[src/rtl/blkxfer_pkg.sv]
package blkxfer_pkg;
    typedef enum logic [1:0] {
        PH_IDLE = 2'd0,
        PH_RUN  = 2'd1,
        PH_FIN  = 2'd2
    } phase_e;
endpackage

[src/rtl/blkxfer_popcnt.sv]
module blkxfer_popcnt #(
    parameter int W  = 16,
    parameter int CW = $clog2(W + 1)
) (
    input  logic [W-1:0]  vec_i,
    output logic [CW-1:0] cnt_o
);
    always_comb begin
        cnt_o = '0;
        for (int k = 0; k < W; k++) begin
            cnt_o = cnt_o + CW'(vec_i[k]);
        end
    end
endmodule

[src/rtl/blkxfer_lowbit.sv]
module blkxfer_lowbit #(
    parameter int W  = 16,
    parameter int IW = $clog2(W)
) (
    input  logic [W-1:0]  vec_i,
    output logic [IW-1:0] idx_o,
    output logic          any_o
);
    always_comb begin
        idx_o = '0;
        for (int k = W - 1; k >= 0; k--) begin
            if (vec_i[k]) idx_o = IW'(k);
        end
        any_o = |vec_i;
    end
endmodule

[src/rtl/blkxfer_addrplan.sv]
module blkxfer_addrplan #(
    parameter int AW = 32,
    parameter int CW = 5
) (
    input  logic [AW-1:0] base_i,
    input  logic [CW-1:0] cnt_i,
    input  logic          up_i,
    input  logic          pre_i,
    output logic [AW-1:0] aligned_o,
    output logic [AW-1:0] first_o,
    output logic [AW-1:0] wbval_o
);
    localparam logic [AW-1:0] WORD = AW'(4);
    logic [AW-1:0] span;

    always_comb begin
        aligned_o = {base_i[AW-1:2], 2'b00};
        span      = AW'(cnt_i) << 2;
        if (up_i) begin
            first_o = pre_i ? aligned_o + WORD : aligned_o;
            wbval_o = aligned_o + span;
        end else begin
            first_o = pre_i ? aligned_o - span : aligned_o - span + WORD;
            wbval_o = aligned_o - span;
        end
    end
endmodule

[src/rtl/blkxfer_seq.sv]
module blkxfer_seq
    import blkxfer_pkg::*;
#(
    parameter int NREG = 16,
    parameter int AW   = 32,
    parameter int IW   = $clog2(NREG),
    parameter int CW   = $clog2(NREG + 1)
) (
    input  logic            clk,
    input  logic            rst_n,
    input  logic            start_i,
    input  logic [NREG-1:0] reglist_i,
    input  logic [AW-1:0]   base_i,
    input  logic            up_i,
    input  logic            pre_i,
    input  logic            wb_i,
    input  logic            load_i,
    input  logic            stack_i,
    input  logic            full_i,
    input  logic            desc_i,
    output logic            beat_vld_o,
    output logic [IW-1:0]   beat_reg_o,
    output logic [AW-1:0]   beat_addr_o,
    output logic            beat_load_o,
    output logic            done_o,
    output logic [AW-1:0]   new_base_o
);
    localparam logic [AW-1:0] STEP = AW'(4);

    typedef struct packed {
        phase_e          phase;
        logic [NREG-1:0] left;
        logic [AW-1:0]   addr;
        logic [AW-1:0]   nbase;
        logic            ld;
    } seq_st_t;

    seq_st_t st_d, st_q;

    logic [CW-1:0] cnt;
    logic [IW-1:0] cur_idx;
    logic          cur_any;
    logic          eff_up, eff_pre;
    logic [AW-1:0] aligned, first_addr, wbval;
    logic [NREG-1:0] left_next;

    blkxfer_popcnt #(.W(NREG), .CW(CW)) u_pop (
        .vec_i (reglist_i),
        .cnt_o (cnt)
    );

    blkxfer_lowbit #(.W(NREG), .IW(IW)) u_low (
        .vec_i (st_q.left),
        .idx_o (cur_idx),
        .any_o (cur_any)
    );

    always_comb begin
        if (stack_i) begin
            eff_up  = load_i ? desc_i : !desc_i;
            eff_pre = load_i ? !full_i : full_i;
        end else begin
            eff_up  = up_i;
            eff_pre = pre_i;
        end
    end

    blkxfer_addrplan #(.AW(AW), .CW(CW)) u_plan (
        .base_i    (base_i),
        .cnt_i     (cnt),
        .up_i      (eff_up),
        .pre_i     (eff_pre),
        .aligned_o (aligned),
        .first_o   (first_addr),
        .wbval_o   (wbval)
    );

    always_comb begin
        st_d      = st_q;
        left_next = st_q.left & ~(NREG'(1) << cur_idx);
        case (st_q.phase)
            PH_IDLE: begin
                if (start_i) begin
                    st_d.left  = reglist_i;
                    st_d.addr  = first_addr;
                    st_d.nbase = wb_i ? wbval : aligned;
                    st_d.ld    = load_i;
                    st_d.phase = (reglist_i == '0) ? PH_FIN : PH_RUN;
                end
            end
            PH_RUN: begin
                st_d.left = left_next;
                st_d.addr = st_q.addr + STEP;
                if (left_next == '0) st_d.phase = PH_FIN;
            end
            default: begin
                st_d.phase = PH_IDLE;
            end
        endcase
    end

    always_ff @(posedge clk or negedge rst_n) begin
        if (!rst_n) begin
            st_q <= '{phase: PH_IDLE, left: '0, addr: '0, nbase: '0, ld: 1'b0};
        end else begin
            st_q <= st_d;
        end
    end

    assign beat_vld_o  = (st_q.phase == PH_RUN) && cur_any;
    assign beat_reg_o  = cur_idx;
    assign beat_addr_o = st_q.addr;
    assign beat_load_o = st_q.ld;
    assign done_o      = (st_q.phase == PH_FIN);
    assign new_base_o  = st_q.nbase;

    assert_done_single_R7: assert property (@(posedge clk) disable iff (!rst_n)
        done_o |=> !done_o);

    assert_beat_aligned_R3: assert property (@(posedge clk) disable iff (!rst_n)
        beat_vld_o |-> (beat_addr_o[1:0] == 2'b00));

    assert_reg_ascending_R2: assert property (@(posedge clk) disable iff (!rst_n)
        beat_vld_o |=> (!beat_vld_o || (beat_reg_o > $past(beat_reg_o))));

    assert_addr_step_R1: assert property (@(posedge clk) disable iff (!rst_n)
        beat_vld_o |=> (!beat_vld_o || (beat_addr_o == $past(beat_addr_o) + STEP)));

    assert_dir_stable_R10: assert property (@(posedge clk) disable iff (!rst_n)
        beat_vld_o |=> (!beat_vld_o || $stable(beat_load_o)));

    assert_busy_ignores_start_R8: assert property (@(posedge clk) disable iff (!rst_n)
        (done_o && start_i) |=> (!beat_vld_o && !done_o));
endmodule

[config.mk]
export PLATFORM = sky130hd
export DESIGN_NAME = blkxfer_seq
export DESIGN_NICKNAME = d
export VERILOG_FILES = /design/src/rtl/blkxfer_pkg.sv /design/src/rtl/blkxfer_popcnt.sv /design/src/rtl/blkxfer_lowbit.sv /design/src/rtl/blkxfer_addrplan.sv /design/src/rtl/blkxfer_seq.sv
export SDC_FILE = /design/constraint.sdc
export NUM_CORES = 1
export LEC_CHECK = 0
export BUFFER_PORTS_ARGS = -buffer_cell sky130_fd_sc_hd__buf_4
export CORE_ASPECT_RATIO = 1.5
export CORE_MARGIN = 2
export CORE_UTILIZATION = 30
export DETAILED_ROUTE_END_ITERATION = 10
export SYNTH_ARGS = -nofsm -noshare
export SYNTH_HDL_FRONTEND = slang
export SYNTH_SLANG_ARGS = --single-unit
[constraint.sdc]
create_clock -name clk -period 4.7 [get_ports clk]
set_input_delay 0.94 -clock clk [delete_from_list [all_inputs] [get_ports clk]]
set_output_delay 0.94 -clock clk [all_outputs]
set_load 0.01 [all_outputs]
==> results of run 1 <==
==> through the flow <==
step	hold WS [ns]	util	instance area (um^2)
after global placement	0.4618	0.3757	10260
after detailed placement	0.4755	0.3757	10260
after CTS	0.4946	0.4168	11380
after floorplan	0.4507	-	8665
after global routing	0.5136	0.4311	11770
final	0.4902	0.4311	11770
==> power by group <==
group	internal, W	total [W]	switching (W)
logic	0.00234	0.00493	0.00259
registers	0.000985	0.00137	0.000386
clock network	0.000425	0.000774	0.000349
==> sequential cells by signal, summed over array words and instances, names as in the netlist <==
signal       flops
beat_addr_o     30
new_base_o      30
st_q            18
beat_load_o      1
==> placed cells by master (no fill, tap or decap), types with 8 or more instances in the layout <==
cell type / instances
sky130_fd_sc_hd__buf_4: 262
sky130_fd_sc_hd__nand2_1: 139
sky130_fd_sc_hd__o21ai_0: 84
sky130_fd_sc_hd__dfrtp_1: 79
sky130_fd_sc_hd__nor2_1: 66
sky130_fd_sc_hd__a21oi_1: 49
sky130_fd_sc_hd__o21ai_1: 44
sky130_fd_sc_hd__inv_1: 43
sky130_fd_sc_hd__xor2_1: 38
sky130_fd_sc_hd__nand3_1: 36
sky130_fd_sc_hd__nor3_1: 33
sky130_fd_sc_hd__buf_6: 33
sky130_fd_sc_hd__xnor2_1: 28
sky130_fd_sc_hd__nand4_1: 18
sky130_fd_sc_hd__nor4_1: 15
sky130_fd_sc_hd__o211ai_1: 15
sky130_fd_sc_hd__xnor2_2: 13
sky130_fd_sc_hd__a31oi_1: 11
sky130_fd_sc_hd__ha_1: 10
sky130_fd_sc_hd__or3_1: 9
sky130_fd_sc_hd__nor2b_1: 9
sky130_fd_sc_hd__a21o_1: 9
sky130_fd_sc_hd__and3_1: 9
sky130_fd_sc_hd__ha_4: 9
sky130_fd_sc_hd__clkbuf_16: 9
sky130_fd_sc_hd__fa_1: 8
==> worst max-delay path by stage <==
stage	from	to	slack (ns)	cells past startpoint
2_1_floorplan	reglist_i[1]	beat_addr_o[26]	-2.17	24
3_3_place_gp	reglist_i[1]	beat_addr_o[22]	-2.52	24
3_5_place_dp	reglist_i[1]	beat_addr_o[24]	-2.58	25
4_1_cts	reglist_i[1]	beat_addr_o[31]	-2.02	23
5_1_grt	reglist_i[1]	beat_addr_o[22]	-2.24	28
6_report	reglist_i[1]	beat_addr_o[31]	-2.09	23
==> what timing repair did <==
item | in CTS | in global routing
buffers inserted | 36 | 19
pin swaps | 52 | 49
setup endpoints to repair | 59 | 59
gates resized for setup | 126 | 83
==> synthesized netlist by cell type (3+ instances only) <==
master	n
sky130_fd_sc_hd__o22a_1	3
sky130_fd_sc_hd__o21ai_0	131
sky130_fd_sc_hd__buf_2	6
sky130_fd_sc_hd__nor2_1	75
sky130_fd_sc_hd__buf_4	66
sky130_fd_sc_hd__o21a_1	10
sky130_fd_sc_hd__nor4b_1	3
sky130_fd_sc_hd__and3_1	9
sky130_fd_sc_hd__a22oi_1	5
sky130_fd_sc_hd__mux2_2	3
sky130_fd_sc_hd__nor4_1	20
sky130_fd_sc_hd__buf_1	5
sky130_fd_sc_hd__nand2b_1	5
sky130_fd_sc_hd__o41ai_1	4
sky130_fd_sc_hd__nand2_1	144
sky130_fd_sc_hd__inv_1	51
sky130_fd_sc_hd__nand3_1	41
sky130_fd_sc_hd__fa_1	12
sky130_fd_sc_hd__dfrtp_1	79
sky130_fd_sc_hd__a22o_1	5
sky130_fd_sc_hd__a21oi_1	59
sky130_fd_sc_hd__a32oi_1	6
sky130_fd_sc_hd__a21o_1	9
sky130_fd_sc_hd__or2_2	6
sky130_fd_sc_hd__or4_1	4
sky130_fd_sc_hd__o211ai_1	15
sky130_fd_sc_hd__nand4_1	18
sky130_fd_sc_hd__o22ai_1	13
sky130_fd_sc_hd__nor3_1	43
sky130_fd_sc_hd__or3_1	13
sky130_fd_sc_hd__o21bai_1	4
sky130_fd_sc_hd__o21ai_1	3
sky130_fd_sc_hd__nor2b_1	9
sky130_fd_sc_hd__a211oi_1	5
sky130_fd_sc_hd__or4_4	3
sky130_fd_sc_hd__o311ai_0	3
sky130_fd_sc_hd__mux2i_1	7
sky130_fd_sc_hd__and2_1	9
sky130_fd_sc_hd__a31oi_1	13
sky130_fd_sc_hd__o31ai_1	7
sky130_fd_sc_hd__ha_1	21
sky130_fd_sc_hd__xor2_1	41
sky130_fd_sc_hd__xnor2_1	42
sky130_fd_sc_hd__o221ai_1	5
sky130_fd_sc_hd__clkbuf_1	56
==> worst reg2reg max path, stage by stage (launching register included) <==
cell and delay [ns]:
sky130_fd_sc_hd__dfrtp_1 0.45, sky130_fd_sc_hd__nor4_1 0.79, sky130_fd_sc_hd__and2_1 0.35, sky130_fd_sc_hd__nand4_1 0.28
sky130_fd_sc_hd__inv_1 0.15, sky130_fd_sc_hd__nand3_1 0.08, sky130_fd_sc_hd__a22oi_1 0.18, sky130_fd_sc_hd__nand4_1 0.11
sky130_fd_sc_hd__nor4_1 0.40, sky130_fd_sc_hd__o21ai_0 0.15
==> layer usage <==
metal / vias to the layer above / part of all wire / GRT usage
met4: 0 / 0.037 / 0.09161
met5: - / 0 / 0
li1: 4346 / - / -
met2: 259 / 0.51 / 0.3766
met3: 70 / 0.037 / 0.02647
met1: 4377 / 0.41 / 0.2574
==> layout make-up <==
type,count,area share
flip-flops and latches,79,0.1679
clock buffers,9,0.01913
inverters,51,0.01796
clock inverters,7,0.007439
repair buffers,298,0.2029
multi-input cells,876,0.5484
well taps,342,0.03634
==> cell families (layout without fill, tap and decap cells) <==
family,Yosys count,after routing,synth area share
xor gates and xnor gates,83,83,0.08686
other,1,4,0.0004481
DFF,79,79,0.2362
adders and majority gates,34,34,0.06129
buffers and inverters,185,365,0.1144
AOI/OAI and AO/OA,331,331,0.2497
and+or+nand+nor,414,414,0.2388
muxes,10,10,0.01241
==> results.md, run 1 <==
Status:
- The run finished, with violations left.
- The checks that failed: negative setup slack.

Worst setup path:
- The destination of the worst register-to-register timing path is st_q[81].
- The worst-path cell with the longest stage delay is sky130_fd_sc_hd__fa_1.
- Setup slack on the worst reg-to-reg path comes out at 1.64 ns.
- The depth of the worst register-to-register path is 9.
- The startpoint of the most critical register-to-register path is st_q[72].
- STA puts the critical path data arrival time at 7.10 ns.
- Walking the worst path, the cells encountered are buf_12 -> inv_12 -> ha_4 -> inv_2 -> fa_1 -> fa_1 -> fa_1 -> fa_1 -> fa_2 -> fa_2 -> nor2b_1 -> o21a_2 -> inv_2 -> ha_4 -> or3_4 -> or3_4 -> a2111oi_4 -> o22ai_4 -> or2_4 -> buf_6 -> or4_4 -> o211ai_2 -> a31o_1.
- The gate family responsible for the most delay along the worst path is adder cells.
- The most used cell along the critical path is sky130_fd_sc_hd__fa_1.
- The stage delay of the slowest cell on the critical path is 0.54 ns.
- At the worst endpoint, the required time is 5.01 ns.
- The type of the worst setup path is input port to register.
- The critical path buffer and inverter count is 5.
- The startpoint type of the worst setup path is an input port.
- The worst setup path is captured at a register.
- The maximum fanout along the worst path is 5.

Logic synthesis:
- The area of the mapped netlist is 0.008369 mm^2.
- The count of flip-flops with a built-in enable after synthesis is 0.
- The proportion of synthesized chip area in sequential cells is 0.2362.
- Of the post-synthesis cell area, the dominant cell type holds 0.2362.
- Among all flip-flop cells after synthesis, the most frequent one is sky130_fd_sc_hd__dfrtp_1.
- Counting flops and latches in the post-synthesis netlist gives 79.
- The synthesized netlist cell count is 1,137.
- By area the synthesized netlist is led by sky130_fd_sc_hd__dfrtp_1 (24%), sky130_fd_sc_hd__o21ai_0 (7.8%), sky130_fd_sc_hd__nand2_1 (6.5%), sky130_fd_sc_hd__buf_4 (5.9%), sky130_fd_sc_hd__xnor2_1 (4.4%).
- The largest total area in the synthesized netlist belongs to sky130_fd_sc_hd__dfrtp_1.
- After synthesis, the mean cell area works out to 7.361 um^2.
- The count of distinct cell types in the synthesized netlist is 81.
- After synthesis, the share of flip-flops with an asynchronous set or reset is 1.000.
- Yosys printed 0 warnings.

Final layout:
- In the final layout, the share of cells above drive strength 1 is 0.3591.
- The area taken by flip-flops and latches is 0.001977 mm^2.
- The post-layout net count is 1,406.
- Fill cells in the final layout number 2,685.
- Summing all multi-input logic gate instances after layout gives 0.006456 mm^2.
- 0 antenna diodes ended up in the layout.
- The number of non-filler instances in the completed layout is 1,662.
- The layout overhead on the synthesized area is 40.68%.

Place:
- The post-detailed-placement half-perimeter wirelength is 23,470 um.
- The weighted congestion reported at the end of routability-driven placement is 0.9261.
- OpenSTA, run right after detailed placement, puts the worst setup slack at -2.582 ns.
- Port buffering added 122 buffers.
- After detailed placement, the design holds a cell count of 1,610.

Pwr:
- The analysis attributes to cell leakage a power of 4.821 nW.
- Dividing total power by cell area gives a power density of 600.8 mW/mm^2.
- The design draws 0.007074 W.
- The worst-case vdd ir drop is 0.2945 mV.

Flow run:
- Max-cap violations in this run came to 0.

Drt:
- The final wirelength is 31,330 um.
- The remaining design rule violation count is 0.
- The initial detailed-routing violation count is 713.
- The wire length per cell after detailed routing is 18.85 um.
- The detail route stage leaves a number of antenna-violating nets equal to 0.
- Dividing the detail-routed via count by the number of cells gives 5.446.
- The number of detailed-routing iterations run before antenna repair is 7.
- The number of vias in the routed layout is 9,052.

Die:
- The area of the die is 0.02928 mm^2.
- In this run the core area contains 74 standard-cell rows.
- During I/O placement, the number of pins put on the boundary was 129.
- The chip height is 208.6 um.
- The initial utilization of the core area, before any placement, comes to 0.3064.
- The core region is 0.02731 mm^2.
- The floorplan die width is 140.4 um.

Global routing:
- The first-pass GRT wire length is 49,450 um.
- The largest net degree at the start of global routing is 86.
- Summed over all layers, the global routing overflow is 0.
- The via count of the first global-routing pass came to 8,998.
- The number of antenna violations at the first check in global routing is 0.
- The all-layer global routing usage is 0.2127.

CTS:
- The CTS sink count is 79.
- The tree is rooted in a sky130_fd_sc_hd__clkbuf_16.
- Counting along the longest clock path gives a buffer depth of 2.
- The clock tree from TritonCTS is done.
- The clock reaches the later pin of the worst-skew pair after 0.38 ns.
- In this run, post-CTS hold repair placed 0 buffers.
- The clock slew seen by the registers of the worst setup and hold paths is 0.07 ns.
- The H-tree was split into 3 levels.
- The TritonCTS buffer count is 9.

Timing:
- The total count of max-transition violations in the final report is 0.
- The max-slew headroom at the worst pin is 0.2841.
- The sum of negative setup slack is -85.16 ns.
- Derived from the worst setup path, the maximum achievable clock frequency is 0.1472 GHz.
- The setup clock skew after layout is 0.01271 ns.
- At the pin with the least slew margin, the transition time is 1.074 ns.
- Setup repair after global routing could not meet its margin everywhere.
- The number of failing setup endpoints in the final timing report is 58.
- The final critical-path setup slack is -2.095 ns.
- Dividing the final minimum period by the clock period gives 1.446.
- The final number of hold-violating endpoints is 0.
- Counting I/O delays and the setup requirement, the final critical path takes 6.795 ns.

Worst hold path:
- The end point of the most critical hold path is new_base_o[2].
- The worst hold path belongs to the class register to register.
- The startpoint identified for the worst hold timing path is new_base_o[2].
- The number of instances on the worst hold path is 2.
Note: power is estimated with default switching activity, not from simulation.
==> inputs of run 2 (changes only) <==
ABC_CLOCK_PERIOD_IN_PS = 5550   (was default)
clock period = 5.55 ns   (was 4.7 ns; I/O delays follow)
==> results.md, run 2 (same netlist as run 1, synthesis figures left out) <==
Pwr:
- The power per standard cell area is 502.2 mW/mm^2.
- Of the total power, combinational logic draws 0.691.
- The sequential share of power is 0.197.
- The cell-internal power is 0.003065 W.
- The leakage power is 4.732 nW.
- The power after layout is 0.005819 W.
- The part of the power in the clock network is 0.112.
- Summed over all nets, the switching power comes to 0.002754 W.
- IR analysis of the VDD net gives a maximum drop of 0.2661 mV.
- The fraction of power spent switching nets is 0.4733.

Drt:
- For this block, the via count after detailed routing is 9,008.
- In the final routed layout, each cell accounts on average for 18.63 um.
- The count of nets left with antenna violations once routing finished came out at 0.
- The first routing iteration left 635 violations.
- The number of vias per cell is 5.476.
- For this block, the routed nets add up to 30,650 um of wire.
- The number of detailed-routing iterations run before antenna repair is 5.
- The remaining design rule violation count is 0.

CTS:
- The longest clock path from root to sink contains 2 buffers.
- Clock-pin slew was measured on the worst setup and hold paths at 0.07 ns.
- The TritonCTS buffer count is 9.
- The clock net in this run drives a total of 79 sinks.
- The H-tree was split into 3 levels.
- After clock tree synthesis, the flow added hold-fix buffers numbering 0.
- TritonCTS built the clock tree.
- For the worst-skew pair, the clock arrives at the later sink with an insertion delay of 0.38 ns.
- CTS placed an instance of sky130_fd_sc_hd__clkbuf_16 at the clock tree root.

Timing:
- The achievable frequency is 0.1430 GHz.
- The max-slew headroom at the worst pin is 0.3366.
- Counting I/O delays and the setup requirement, the final critical path takes 6.993 ns.
- The sum of negative setup slack is -50.05 ns.
- The total count of max-transition violations in the final report is 0.
- Across all hold checks on the routed design, the worst slack comes to 0.4757 ns.
- Setup repair after global routing could not meet its margin everywhere.
- Across all setup checks in the final design, the least slack found is -1.443 ns.
- Setup violations remaining at the end of the flow were counted as 55.
- The setup clock skew after layout is 0.006449 ns.
- The final number of hold-violating endpoints was 0.
- The post-route fraction of the period consumed by the critical path is 1.260.
- The slew of the pin with the lowest slew margin is 0.9914 ns.

Final layout:
- In the layout the commonest cells are sky130_fd_sc_hd__buf_4 (252), sky130_fd_sc_hd__nand2_1 (139), sky130_fd_sc_hd__o21ai_0 (85).
- The most common cell after layout, fill and taps aside is sky130_fd_sc_hd__buf_4.
- The post-layout instance area is 0.01159 mm^2.
- Of the cells placed in the final design, the portion with a size suffix greater than 1 is 0.3523.
- The final layout contains 1,389 nets.
- The layout overhead on the synthesized area is 38.45%.
- The antenna diode count is 0.

Status:
- The run finished, with violations left.
- The final reports fail on negative setup slack.

Die:
- The initial utilization of the core area, before any placement, comes to 0.3064.
- The floorplan die width is 140.4 um.
- The chip height is 208.6 um.
- The floorplan step defined a die boundary enclosing 0.02928 mm^2.
- The count of standard-cell rows is 74.
- In this run the count of I/O pins placed on the die edge is 129.
- The core footprint is 0.02731 mm^2.

Place:
- In this run the tool buffered the top-level ports with 122 buffer cells.
- The post-detailed-placement half-perimeter wirelength is 23,330 um.
- Before CTS, the worst setup slack after placement is -1.949 ns.
- The congestion estimate from routability-driven global placement came to 0.9439.
- After detailed placement, the total cell area comes to 0.01018 mm^2.

Global routing:
- The number of antenna violations at the first check in global routing is 0.
- The first global-routing pass estimated 48,630 um of wire.
- Summed over all layers, the global routing overflow is 0.
- Across every metal layer, demand over resource in global routing totals 0.2097.
- Entering global routing, the biggest net connects 86 pins.
- The via count of the first global-routing pass is 9,000.

Worst setup path:
- In this run the worst path has a maximum fanout of 5.
- The required time at the endpoint of the critical path is 5.82 ns.
- Data arrives at the worst endpoint at 7.26 ns.
- The endpoint identified for the worst register-to-register timing path is beat_addr_o[30].
- The startpoint type of the worst setup path is an input port.
- The setup path with the least slack is of type input port to register.
- Setup slack on the worst reg-to-reg path comes out at 2.67 ns.
- The kind of capture point of the worst setup path is a register.
- The number of cells on the worst reg-to-reg path is 10.
- In this run the critical register-to-register path is launched from beat_addr_o[3].

Worst hold path:
- The path class of the tightest hold or removal check is register to register.
- The path with the worst hold slack has its endpoint at beat_load_o.
- The worst hold path startpoint is beat_load_o.
- The number of instances on the worst hold path is 2.

Flow run:
- Max-cap violations in this run came to 0.
## run 2: how the worst max path moves through the flow
| stage | depth (start not counted) | endpoint | from |
|---|---|---|---|
| 4_1_cts | 22 | beat_addr_o[29] | reglist_i[1] |
| 3_5_place_dp | 25 | beat_addr_o[24] | reglist_i[1] |
| 2_1_floorplan | 24 | beat_addr_o[26] | reglist_i[1] |
| 3_3_place_gp | 25 | beat_addr_o[24] | reglist_i[1] |
| 6_report | 22 | beat_addr_o[29] | reglist_i[1] |
| 5_1_grt | 24 | beat_addr_o[24] | reglist_i[1] |
## run 2: cell type report
| class | instances | area [um^2] |
|---|---|---|
| clock buffer | 9 | 225.2 |
| clock inverter | 7 | 86.33 |
| fill | 2706 | 15730 |
| inverter | 51 | 211.5 |
| multi-input combinational | 876 | 6404 |
| sequential | 79 | 1977 |
| tap | 342 | 427.9 |
| timing repair buffer | 281 | 2256 |
## run 2: routing by layer
| layer | wire (um) | global-route usage |
|---|---|---|
| met5 | 0 | 0 |
| met3 | 1273 | 0.02693 |
| met4 | 1406 | 0.1076 |
| met1 | 12460 | 0.2513 |
| met2 | 15510 | 0.3651 |
## run 2: power groups by stage
stage / sequential, W / combinational, W / clock (W)
6_report: 0.00114 / 0.00402 / 0.000653
4_1_cts: 0.00114 / 0.00378 / 0.000673
5_1_grt: 0.00119 / 0.00438 / 0.000692
2_1_floorplan: 0.00103 / 0.00239 / 0
3_5_place_dp: 0.00115 / 0.00342 / 0
3_3_place_gp: 0.00115 / 0.00341 / 0
## run 2: critical path, stage by stage
cell and delay [ns]:
sky130_fd_sc_hd__buf_12 0.09, sky130_fd_sc_hd__inv_12 0.03, sky130_fd_sc_hd__ha_4 0.25, sky130_fd_sc_hd__inv_2 0.03
sky130_fd_sc_hd__fa_1 0.49, sky130_fd_sc_hd__fa_1 0.44, sky130_fd_sc_hd__fa_2 0.56, sky130_fd_sc_hd__fa_1 0.43
sky130_fd_sc_hd__fa_2 0.39, sky130_fd_sc_hd__fa_2 0.39, sky130_fd_sc_hd__nor2b_1 0.16, sky130_fd_sc_hd__o21a_2 0.20
sky130_fd_sc_hd__inv_2 0.05, sky130_fd_sc_hd__ha_4 0.17, sky130_fd_sc_hd__or3_4 0.35, sky130_fd_sc_hd__or3_4 0.44
sky130_fd_sc_hd__a2111oi_4 0.31, sky130_fd_sc_hd__o22ai_4 0.15, sky130_fd_sc_hd__or2_4 0.30, sky130_fd_sc_hd__buf_6 0.13
sky130_fd_sc_hd__or4_4 0.53, sky130_fd_sc_hd__a41o_1 0.26
## run 2: stage by stage
step,utilization,std cells
after floorplan,-,1140
after global placement,0.3727,1599
after detailed placement,0.3727,1599
after CTS,0.4050,1632
after global routing,0.4242,1645
final,0.4242,1645
## run 2: what timing repair did
action	in CTS	in global routing
setup buffers	18	15
endpoints found under the setup margin	55	56
gates resized for setup	102	85
pin swaps	55	54
==> inputs of run 3 (changes only) <==
ABC_AREA = 1   (was default)
==> results.md, run 3 <==
Status:
- The run finished, with violations left.
- The checks that failed: negative setup slack.

Timing:
- The total count of max-transition violations in the final report came to 0.
- Clock skew on the completed layout was measured at 0.01094 ns.
- The final number of hold-violating endpoints is 0.
- The achievable frequency is 0.1554 GHz.
- The sum of negative setup slack is -32.30 ns.
- Setup repair after global routing could not meet its margin everywhere.
- The max-slew headroom at the worst pin is 0.3068.
- The slew of the pin with the lowest slew margin is 1.036 ns.
- The final critical-path setup slack is -0.8847 ns.
- The post-route minimum period is 6.435 ns.
- Setup violations remaining at the end of the flow were counted as 53.
- Dividing the final minimum period by the clock period gives 1.159.

Logic synthesis:
- The netlist uses 58 different library cells.
- The share of the synthesized area in the top cell type is 0.2169.
- The area of the mapped netlist is 0.009114 mm^2.
- The register bit count reported by yosys is 79.
- After technology mapping, the gate count stands at 1,424.
- The most repeated cell in the gate-level netlist after synthesis is sky130_fd_sc_hd__nand2_1.
- By count the netlist is led by sky130_fd_sc_hd__nand2_1 (258), sky130_fd_sc_hd__inv_1 (182), sky130_fd_sc_hd__nor2_1 (161).
- The count of flip-flops with a built-in enable after synthesis is 0.
- The share of synthesized flip-flops with an asynchronous set or reset is 1.000.
- The proportion of synthesized chip area in sequential cells is 0.2169.
- The cell type with the largest total area after synthesis is sky130_fd_sc_hd__dfrtp_1.
- By area the synthesized netlist is led by sky130_fd_sc_hd__dfrtp_1 (22%), sky130_fd_sc_hd__nand2_1 (11%), sky130_fd_sc_hd__inv_1 (7.5%), sky130_fd_sc_hd__nor2_1 (6.6%), sky130_fd_sc_hd__a21oi_1 (5.9%).
- The main flop type after synthesis is sky130_fd_sc_hd__dfrtp_1.
- The synthesized area divided by synthesized cell count is 6.400 um^2.
- For this run, the number of Yosys warnings is 0.

Drt:
- After detailed routing, the number of vias per cell comes to 5.095.
- In the final routed layout, each cell accounts on average for 18.07 um.
- Summing over every cut layer, the via total after detailed routing is 10,240.
- The first detailed-routing pass took 5 iterations.
- After detailed routing, the total wire length is 36,310 um.
- In this run the remaining antenna-violating nets after routing total 0.
- The initial detailed-routing violation count is 559.
- The remaining design rule violation count is 0.

CTS:
- The clock tree buffer depth is 2.
- The CTS sink count is 79.
- The tree is rooted in a sky130_fd_sc_hd__clkbuf_16.
- The clock tree from TritonCTS is done.
- Buffers inserted to repair hold after CTS numbered 0.
- TritonCTS created 9 clock buffers.
- The H-tree was split into 3 levels.
- The clock network latency to the later pin of the worst-skew pair is 0.39 ns.
- The clock slew seen by the registers of the worst setup and hold paths is 0.07 ns.

Worst hold path:
- The number of instances on the worst hold path is 2.
- The path with the worst hold slack has its endpoint at new_base_o[24].
- In this run the most critical hold path is launched from new_base_o[24].
- The worst hold path belongs to the class register to register.

Global routing:
- The number of antenna violations at the first check in global routing was 0.
- The all-layer global routing usage is 0.2246.
- The largest net degree at the start of global routing is 69.
- The via count of the first global-routing pass is 10,060.
- The first global-routing pass estimated 55,610 um of wire.
- For this run the aggregate overflow at the end of global routing stands at 0.

Final layout:
- 0 antenna diodes ended up in the layout.
- The net count of the finished layout is 1,695.
- Relative to the synthesized area, the layout overhead comes to 38.08%.
- Leaving out fill and tap cells, the most frequent cells in the layout are sky130_fd_sc_hd__buf_4 (255), sky130_fd_sc_hd__nand2_1 (228), sky130_fd_sc_hd__inv_1 (161).
- Of the cells placed in the final design, the portion with a size suffix greater than 1 is 0.3567.
- Leaving out fill and tap cells, the most frequent cell in the layout is sky130_fd_sc_hd__buf_4.
- The post-layout instance area is 0.01258 mm^2.

Pwr:
- The worst-case vdd ir drop is 0.2592 mV.
- The switching power is 0.002918 W.
- The part of the power in the clock network is 0.110.
- The share of total power dissipated in combinational logic is 0.699.
- For this design the ratio of total power to cell area is 475.5 mW/mm^2.
- For this design the static power due to leakage is 5.722 nW.
- Of the total power, the share spent switching nets is 0.4877.
- Of the total power, registers draw 0.191.
- The cell-internal power is 0.003066 W.

Worst setup path:
- The data arrival time of the worst path is 6.74 ns.
- The type of the worst setup path is input port to register.
- The depth of the worst register-to-register path is 9.
- Setup slack on the worst reg-to-reg path comes out at 2.64 ns.
- The destination of the worst register-to-register timing path is beat_addr_o[16].
- The startpoint identified for the worst register-to-register timing path is st_q[81].
- STA classifies the critical path endpoint as a register.
- Of all nets on the critical path, the largest fanout is 4.
- The required time at the endpoint of the critical path is 5.85 ns.
- The worst setup path is launched from an input port.

Die:
- From left edge to right edge, the die measures 146.3 um.
- The chip height is 217.5 um.
- For this configuration, the core starts out at a cell density of 0.3032.
- 129 I/O pins were placed.
- The area of the die is 0.03182 mm^2.
- The floorplan step defined a core boundary enclosing 0.03006 mm^2.
- Row generation in the floorplan step produced 78 rows.

Flow run:
- The tool flagged a number of max-cap violations equal to 0.

Place:
- The area after detailed placement is 0.01099 mm^2.
- Buffers placed on the I/O ports in this run total 122.
- The weighted congestion reported at the end of routability-driven placement is 0.9307.
- The post-detailed-placement half-perimeter wirelength is 27,560 um.
==> run 3: cell count changes in the layout (fill, tap and decap cells not counted), sizes merged, moves of 14 or more <==
cell / change
o21ai: -28
xnor2: -40
o211ai: -14
nand3: +37
a21oi: +54
nor2: +102
inv: +151
nand4: +24
nand2: +130
or3: -15
o221ai: +14
==> run 3: cell type report <==
type	count	area, um^2
Fill cell	3203	17470
Multi-Input combinational cell	1019	6695
Timing Repair Buffer	288	2293
Sequential cell	79	1977
Inverter	207	805.8
Tap cell	400	500.5
Clock buffer	9	225.2
Clock inverter	7	87.58
==> run 3: critical path, stage by stage <==
cell,delay (ns)
sky130_fd_sc_hd__buf_8,0.09
sky130_fd_sc_hd__inv_8,0.03
sky130_fd_sc_hd__ha_4,0.25
sky130_fd_sc_hd__inv_2,0.03
sky130_fd_sc_hd__fa_1,0.48
sky130_fd_sc_hd__fa_1,0.43
sky130_fd_sc_hd__fa_1,0.53
sky130_fd_sc_hd__fa_1,0.43
sky130_fd_sc_hd__fa_2,0.37
sky130_fd_sc_hd__fa_2,0.56
sky130_fd_sc_hd__inv_2,0.07
sky130_fd_sc_hd__fa_2,0.34
sky130_fd_sc_hd__nand3b_1,0.20
sky130_fd_sc_hd__nand2_2,0.13
sky130_fd_sc_hd__nand2_4,0.10
sky130_fd_sc_hd__nand2_8,0.11
sky130_fd_sc_hd__xor2_2,0.15
sky130_fd_sc_hd__nand2_2,0.10
sky130_fd_sc_hd__inv_2,0.09
sky130_fd_sc_hd__nand2_2,0.09
sky130_fd_sc_hd__nor2_2,0.13
sky130_fd_sc_hd__nand3_2,0.15
sky130_fd_sc_hd__nor2_4,0.15
sky130_fd_sc_hd__and2_4,0.18
sky130_fd_sc_hd__buf_6,0.10
sky130_fd_sc_hd__nand3b_1,0.09
sky130_fd_sc_hd__nand4_1,0.11
sky130_fd_sc_hd__a21oi_1,0.14
==> run 3: metrics by stage <==
step	hold slack [ns]	setup WS, ns	util	total power (W)	cells
after CTS	0.4849	-0.7816	0.3979	0.005637	1985
after floorplan	0.4504	-0.7768	-	0.003586	1427
after global placement	0.4670	-1.226	0.3655	0.004697	1952
after detailed placement	0.4745	-1.323	0.3655	0.004755	1952
final	0.4883	-0.8847	0.4187	0.005984	2009
after global routing	0.5108	-1.090	0.4187	0.006494	2009
==> run 3: how the worst max path moves through the flow <==
stage | start | to | slack (ns) | depth (start not counted)
after detailed placement | reglist_i[1] | beat_addr_o[27] | -1.32 | 28
after global placement | reglist_i[1] | beat_addr_o[29] | -1.23 | 33
after CTS | reglist_i[1] | beat_addr_o[26] | -0.78 | 27
after floorplan | reglist_i[1] | beat_addr_o[28] | -0.78 | 29
after global routing | reglist_i[1] | new_base_o[30] | -1.09 | 32
final | reglist_i[1] | beat_addr_o[23] | -0.88 | 28
==> run 3: metal layers <==
layer,global-route usage,share of wire
met1,0.2670,0.41
met2,0.3964,0.50
met3,0.03096,0.037
met4,0.1113,0.049
met5,0,0
==> run 3: logic make-up after synthesis <==
family | count (synthesis) | share of synthesized area
and+or+nand+nor | 646 | 0.3331
xor gates and xnor gates | 48 | 0.04778
DFF | 79 | 0.2169
other | 1 | 0.0004115
AOI/OAI and AO/OA | 288 | 0.1822
buffers and inverters | 329 | 0.1645
adders and majority gates | 33 | 0.05519
==> run 3: power by group through the flow <==
stage	combinational, W	sequential [W]	clock, W
final	0.00418	0.00114	0.000660
after global placement	0.00356	0.00114	0
after floorplan	0.00252	0.00107	0
after detailed placement	0.00361	0.00115	0
after CTS	0.00381	0.00114	0.000682
after global routing	0.00461	0.00119	0.000701
==> run 3: what timing repair did <==
action | CTS | global route
pin swaps | 79 | 90
resized for setup | 146 | 107
setup endpoints to repair | 54 | 55
buffers inserted | 17 | 26
